## config.mk

```make
export PLATFORM = sky130hd
export DESIGN_NAME = uart_addr_rx
export DESIGN_NICKNAME = d
export VERILOG_FILES = /design/src/rtl/uart_addr_rx_pkg.sv /design/src/rtl/uart_addr_rx_sync.sv /design/src/rtl/uart_addr_rx_framer.sv /design/src/rtl/uart_addr_rx_fifo.sv /design/src/rtl/uart_addr_rx.sv
export SDC_FILE = /design/constraint.sdc
export NUM_CORES = 1
export LEC_CHECK = 0
export BUFFER_PORTS_ARGS = -buffer_cell sky130_fd_sc_hd__buf_2
export CORE_MARGIN = 8
export CORE_UTILIZATION = 33
export DETAILED_ROUTE_END_ITERATION = 8
export PLACE_DENSITY = 0.49
export SYNTH_ARGS = -nofsm -noshare
export SYNTH_HDL_FRONTEND = slang
export SYNTH_SLANG_ARGS = --single-unit
export TNS_END_PERCENT = 50
```

## constraint.sdc

```tcl
create_clock -name clk -period 5 [get_ports clk]
set_input_delay 0.25 -clock clk [delete_from_list [all_inputs] [get_ports clk]]
set_output_delay 0.25 -clock clk [all_outputs]
set_load 0.05 [all_outputs]
```

## src/rtl/uart_addr_rx_pkg.sv

```systemverilog
// Package: shared state encoding for the serial receiver.
// Assumes: one receiver state machine per instance.
package uart_addr_rx_pkg;
    typedef enum logic [1:0] {
        RX_IDLE  = 2'd0,
        RX_START = 2'd1,
        RX_DATA  = 2'd2,
        RX_STOP  = 2'd3
    } rx_state_t;
endpackage

```

## src/rtl/uart_addr_rx_sync.sv

```systemverilog
// Module: multi-flop synchroniser for the asynchronous serial input.
// Assumes: the input idles high, so the flops reset to 1 to avoid a false start.
module uart_addr_rx_sync #(
    parameter int STAGES = 2
) (
    input  logic clk,
    input  logic rst_n,
    input  logic d_async,
    output logic d_sync
);
    logic [STAGES-1:0] pipe;

    // Shift the raw input through the flop chain.
    always_ff @(posedge clk) begin
        if (!rst_n) pipe <= '1;
        else        pipe <= {pipe[STAGES-2:0], d_async};
    end

    assign d_sync = pipe[STAGES-1];
endmodule

```

## src/rtl/uart_addr_rx_framer.sv

```systemverilog
// Module: bit-level receive state machine.
// Finds the start bit, samples the data bits at mid-bit, checks the stop bit
// and gives a one-cycle done pulse with the assembled character.
// Assumes: tick is a single-cycle enable at OSR times the bit rate, and
// rx_s is already synchronised. The character width is latched at start.
module uart_addr_rx_framer
    import uart_addr_rx_pkg::*;
#(
    parameter int DATA_W = 8,
    parameter int OSR    = 16
) (
    input  logic              clk,
    input  logic              rst_n,
    input  logic              tick,
    input  logic              rx_s,
    input  logic              nine_bit_en,
    output logic              done,
    output logic [DATA_W-1:0] char_data,
    output logic              char_bit9,
    output logic              char_ferr,
    output logic              idle
);
    localparam int SH_W  = DATA_W + 1;
    localparam int CNT_W = $clog2(OSR);
    localparam int IDX_W = $clog2(DATA_W + 2);
    localparam int HALF  = OSR / 2;

    rx_state_t          state;
    logic [CNT_W-1:0]   cnt;
    logic [IDX_W-1:0]   idx;
    logic [SH_W-1:0]    shreg;
    logic               nine_q;
    logic [IDX_W-1:0]   last_idx;

    assign last_idx = nine_q ? IDX_W'(DATA_W) : IDX_W'(DATA_W - 1);

    // Advance the frame state machine on each oversample tick.
    always_ff @(posedge clk) begin
        if (!rst_n) begin
            state     <= RX_IDLE;
            cnt       <= '0;
            idx       <= '0;
            shreg     <= '0;
            nine_q    <= 1'b0;
            done      <= 1'b0;
            char_ferr <= 1'b0;
        end else begin
            done <= 1'b0;
            if (tick) begin
                case (state)
                    RX_IDLE: begin
                        if (!rx_s) begin
                            state  <= RX_START;
                            cnt    <= '0;
                            nine_q <= nine_bit_en;
                        end
                    end
                    RX_START: begin
                        if (cnt == CNT_W'(HALF - 1)) begin
                            if (rx_s) begin
                                state <= RX_IDLE;
                            end else begin
                                state <= RX_DATA;
                                cnt   <= '0;
                                idx   <= '0;
                            end
                        end else begin
                            cnt <= cnt + 1'b1;
                        end
                    end
                    RX_DATA: begin
                        if (cnt == CNT_W'(OSR - 1)) begin
                            cnt   <= '0;
                            shreg <= {rx_s, shreg[SH_W-1:1]};
                            if (idx == last_idx) state <= RX_STOP;
                            else                 idx   <= idx + 1'b1;
                        end else begin
                            cnt <= cnt + 1'b1;
                        end
                    end
                    RX_STOP: begin
                        if (cnt == CNT_W'(OSR - 1)) begin
                            state     <= RX_IDLE;
                            done      <= 1'b1;
                            char_ferr <= !rx_s;
                        end else begin
                            cnt <= cnt + 1'b1;
                        end
                    end
                    default: state <= RX_IDLE;
                endcase
            end
        end
    end

    // Pick the data bits and the ninth bit out of the shift register.
    always_comb begin
        if (nine_q) begin
            char_data = shreg[DATA_W-1:0];
            char_bit9 = shreg[DATA_W];
        end else begin
            char_data = shreg[DATA_W:1];
            char_bit9 = 1'b0;
        end
    end

    assign idle = (state == RX_IDLE);
endmodule

```

## src/rtl/uart_addr_rx_fifo.sv

```systemverilog
// Module: small circular receive queue with a show-ahead read port.
// Assumes: the caller never pushes when full unless it pops in the same cycle.
// A pop on an empty queue is ignored.
module uart_addr_rx_fifo #(
    parameter int W     = 10,
    parameter int DEPTH = 2
) (
    input  logic                       clk,
    input  logic                       rst_n,
    input  logic                       push,
    input  logic [W-1:0]               wdata,
    input  logic                       pop,
    output logic [W-1:0]               rdata,
    output logic                       empty,
    output logic                       full,
    output logic [$clog2(DEPTH+1)-1:0] count
);
    localparam int PTR_W = (DEPTH > 1) ? $clog2(DEPTH) : 1;
    localparam int CNT_W = $clog2(DEPTH + 1);

    logic [W-1:0]     mem [DEPTH];
    logic [PTR_W-1:0] wptr, rptr;
    logic             do_pop;

    assign empty  = (count == '0);
    assign full   = (count == CNT_W'(DEPTH));
    assign do_pop = pop && !empty;
    assign rdata  = mem[rptr];

    // Update pointers and occupancy on push and pop.
    always_ff @(posedge clk) begin
        if (!rst_n) begin
            wptr  <= '0;
            rptr  <= '0;
            count <= '0;
        end else begin
            if (push)   wptr <= (wptr == PTR_W'(DEPTH - 1)) ? '0 : wptr + 1'b1;
            if (do_pop) rptr <= (rptr == PTR_W'(DEPTH - 1)) ? '0 : rptr + 1'b1;
            if (push && !do_pop)      count <= count + 1'b1;
            else if (!push && do_pop) count <= count - 1'b1;
        end
    end

    // Write the storage slots; the contents need no reset.
    generate
        for (genvar g = 0; g < DEPTH; g++) begin : g_slot
            always_ff @(posedge clk) begin
                if (push && wptr == PTR_W'(g)) mem[g] <= wdata;
            end
        end
    endgenerate
endmodule

```

## src/rtl/uart_addr_rx.sv

```systemverilog
// Module: top of the serial receiver with multidrop address filtering.
// Joins the synchroniser, the framer and the queue, and applies the address
// filter and the overrun policy.
// Assumes: the mode inputs do not change during a frame.
module uart_addr_rx #(
    parameter int DATA_W      = 8,
    parameter int OSR         = 16,
    parameter int DEPTH       = 2,
    parameter int SYNC_STAGES = 2
) (
    input  logic              clk,
    input  logic              rst_n,
    input  logic              tick_16x,
    input  logic              rx_line,
    input  logic              nine_bit_en,
    input  logic              addr_det_en,
    input  logic              pop,
    input  logic              ovr_clear,
    output logic              rd_valid,
    output logic [DATA_W-1:0] rd_data,
    output logic              rd_bit9,
    output logic              rd_frame_err,
    output logic              overrun,
    output logic              rx_idle
);
    localparam int ENT_W = DATA_W + 2;
    localparam int CNT_W = $clog2(DEPTH + 1);

    logic              rx_s;
    logic              done;
    logic [DATA_W-1:0] char_data;
    logic              char_bit9;
    logic              char_ferr;
    logic              passes;
    logic              push;
    logic              push_bit9;
    logic              new_ovr;
    logic              empty;
    logic              full;
    logic [CNT_W-1:0]  fill_cnt;
    logic [ENT_W-1:0]  head;

    uart_addr_rx_sync #(.STAGES(SYNC_STAGES)) u_sync (
        .clk     (clk),
        .rst_n   (rst_n),
        .d_async (rx_line),
        .d_sync  (rx_s)
    );

    uart_addr_rx_framer #(.DATA_W(DATA_W), .OSR(OSR)) u_framer (
        .clk         (clk),
        .rst_n       (rst_n),
        .tick        (tick_16x),
        .rx_s        (rx_s),
        .nine_bit_en (nine_bit_en),
        .done        (done),
        .char_data   (char_data),
        .char_bit9   (char_bit9),
        .char_ferr   (char_ferr),
        .idle        (rx_idle)
    );

    // Decide whether a finished character is stored, dropped or overruns.
    always_comb begin
        passes    = !(nine_bit_en && addr_det_en) || char_bit9;
        push      = done && passes && !overrun && (!full || pop);
        new_ovr   = done && passes && !overrun && full && !pop;
        push_bit9 = char_bit9;
    end

    uart_addr_rx_fifo #(.W(ENT_W), .DEPTH(DEPTH)) u_fifo (
        .clk   (clk),
        .rst_n (rst_n),
        .push  (push),
        .wdata ({char_ferr, char_bit9, char_data}),
        .pop   (pop),
        .rdata (head),
        .empty (empty),
        .full  (full),
        .count (fill_cnt)
    );

    // Keep the overrun flag set until the host clears it.
    always_ff @(posedge clk) begin
        if (!rst_n) overrun <= 1'b0;
        else        overrun <= (overrun && !ovr_clear) || new_ovr;
    end

    assign rd_valid     = !empty;
    assign rd_data      = head[DATA_W-1:0];
    assign rd_bit9      = head[DATA_W];
    assign rd_frame_err = head[DATA_W+1];
endmodule

```

==> results.ini <==
[clocking]
cts_hold_buf = 0
htreeDepth = 2
cts_root_buf = clkbuf_8
clk_pin_slew_ps = 80
cts_buffer_depth = 2
cts_tree = yes
postCtsSetupBuffers = 0
cts.sinks = 50
clock_latency_ps = 300
cts_resized = 0
cts_buffers = 5

[drt]
wl_per_cell_um = 13.6
first_pass_iters = 4
drtIter0Drc = 60
wl_um = 4080
ant_nets = 0
drc_errors = 0
dr_total_vias = 1507
via_per_inst = 5.02

[synth]
ys_seq_area_frac = 0.539
synth_cells = 203
postSynth.asyncResetShare = 0
synth.cell_area_um2 = 2230
synth_top_cell_by_area = dfxtp_1
syn_nets = 214
netlist.area_leader.share = 0.270
syn_area_per_cell_um2 = 11.0
ys_seq_elements = 50
synth-edff-count = 20
yosysWarnings = 0
ys_top_cells_by_area = dfxtp_1 27%, edfxtp_1 27%, mux2_2 9.1%, nand2_1 4.2%, a21boi_1 3.0%
netlist-cell-type-count = 47
ys.flop_type = dfxtp_1

[finish]
final_layout_size_suffix_gt1_frac = 0.218
num_antenna_cells = 0
final_cell_mix = 30 x dfxtp_1, 25 x nand2_1, 20 x buf_2, 20 x edfxtp_1, 18 x mux2_2
synthToLayoutAreaGrowth_pct = 11.5
seq_area_um2 = 1200
layout_commonest_cell = dfxtp_1
multi_input_area_um2 = 953
fillers = 673
fin_nets = 230

[grt]
grt_pass1_vias = 1467
grt_overflow = 0
grt_first_pass_wirelength_um = 7050
antenna_found_initial = 0
grt_usage = 0.0889
grt_max_degree = 38

[sta]
clock.fmax_mhz = 430
fin_ws_ps = 2680
setup_viol = 0
fin_crit_ps = 2320
finClkSkew_ps = 10.9
rsz0062_at_grt = false
post-route-period-util = 0.465
tightest_slew_ps = 909
report.final.hold_viol_count = 0
slew_headroom = 0.392
slew_violations = 0
fin_setup_tns_ps = 0

[worst_hold_path]
hold_end = u_sync.pipe[0]$_SDFF_PN1_
whs_path_depth = 2
min_from = rx_line
hold_path_class = primary input to register

[floorplanning]
io_pins = 21
core_um2 = 6640
start_util = 0.335
std_cell_rows = 30
die_h_um = 98.2
die-area_um2 = 9630
die_x_um = 98.2

[pwr]
ir_drop_uv = 95.9
leakagePower_nw = 0.955
power_density_nw_per_um2 = 323

[run_status]
status = finished, final reports clean

[worst_setup_path]
r2r-end = u_fifo.mem[0][6]$_DFFE_PP_
cp-start-kind = register
rr_worst_depth = 3
arrival_ps = 2250
end_kind = register
cp_data_required_time_ps = 4930
cp_max_fo = 13
r2r-start = u_framer.nine_q$_SDFFE_PN0P_
r2r_setup_slack_ps = 2680
crit_type = register to register

[place]
dpl_worst_slack_ps = 2670
gp_congestion = 0.702
dp_hpwl_um = 2790
io_buffers = 20

[job]
max_cap_violations = 0

area by class of cell:
type,count,area share
sequential,50,0.484
multi-input combinational,136,0.384
timing repair buffer,20,0.0403
tap,80,0.0403
clock buffer,6,0.0292
clock inverter,2,0.0136
inverter,6,0.00907
metrics by stage:
stage           util  instances  power, mW  hold WS (ps)  cell area (um^2)
4_1_cts        0.374        300      0.819           123              2480
6_report       0.374        300      0.803           132              2480
3_3_place_gp   0.358        292      0.540           389              2380
5_1_grt        0.374        300      0.839           109              2480
3_5_place_dp   0.358        292      0.540           396              2380
2_1_floorplan      -        203      0.520           351              2230
critical path, cell delays in order (launching register included):
cell	delay, ps
dfxtp_1	650
nand2_1	190
a311o_1	410
nor2_1	700
cells by family after synthesis:
| family | after synthesis | share of synthesized area |
|---|---|---|
| and+or+nand+nor | 75 | 0.175 |
| DFF | 50 | 0.539 |
| AOI/OAI and AO/OA | 32 | 0.112 |
| muxes | 21 | 0.104 |
| buffers and inverters | 17 | 0.0326 |
| xor gates and xnor gates | 5 | 0.0197 |
| adders and majority gates | 3 | 0.0169 |
worst max-delay path by stage:
stage                                 start                          to  slack (ps)  depth (start not counted)
3_3_place_gp   u_framer.nine_q$_SDFFE_PN0P_  u_fifo.mem[0][2]$_DFFE_PP_        2720                          3
2_1_floorplan            overrun$_SDFF_PN0_  u_fifo.mem[0][0]$_DFFE_PP_        3110                          3
3_5_place_dp   u_framer.nine_q$_SDFFE_PN0P_  u_fifo.mem[0][0]$_DFFE_PP_        2670                          3
5_1_grt        u_framer.nine_q$_SDFFE_PN0P_  u_fifo.mem[0][6]$_DFFE_PP_        2490                          3
6_report       u_framer.nine_q$_SDFFE_PN0P_  u_fifo.mem[0][6]$_DFFE_PP_        2680                          3
4_1_cts        u_framer.nine_q$_SDFFE_PN0P_  u_fifo.mem[0][6]$_DFFE_PP_        2630                          3
cell usage after synthesis (all sizes together), types with 2 or more instances:
library cell,number
nand3,11
xor2,2
nor3b,2
inv,6
mux2,18
a21oi,2
nor2b,2
and2,6
dfxtp,30
and3,3
ha,3
a32o,2
edfxtp,20
buf,6
or2,3
a21boi,11
a31oi,2
nand3b,2
nand2,25
nand4b,2
nor2,7
mux2i,3
nand4,3
xnor2,3
o21ai,3
nand2b,4
clkbuf,5
registers in the layout (all words and copies together), names as in the netlist, 2 cells and up, named ones only:
name,count
u_fifo.mem,20
u_framer.shreg,9
u_framer.cnt,4
u_framer.idx,4
u_fifo.count,2
u_sync.pipe,2
where the power goes:
part           switching [mW]  internal, mW
Clock                   0.127         0.148
Combinational          0.0629        0.0319
Sequential            0.00812         0.426
Total                   0.198         0.605
routing by layer:
metal / vias up / part of all wire / track usage
met1: 704 / 0.50 / 0.110
met3: 6 / 0.044 / 0.0299
li1: 768 / - / -
met2: 29 / 0.44 / 0.141
met4: 0 / 0.014 / 0.0319
met5: - / 0 / 0
No activity file was read; power rests on OpenSTA's default activity.
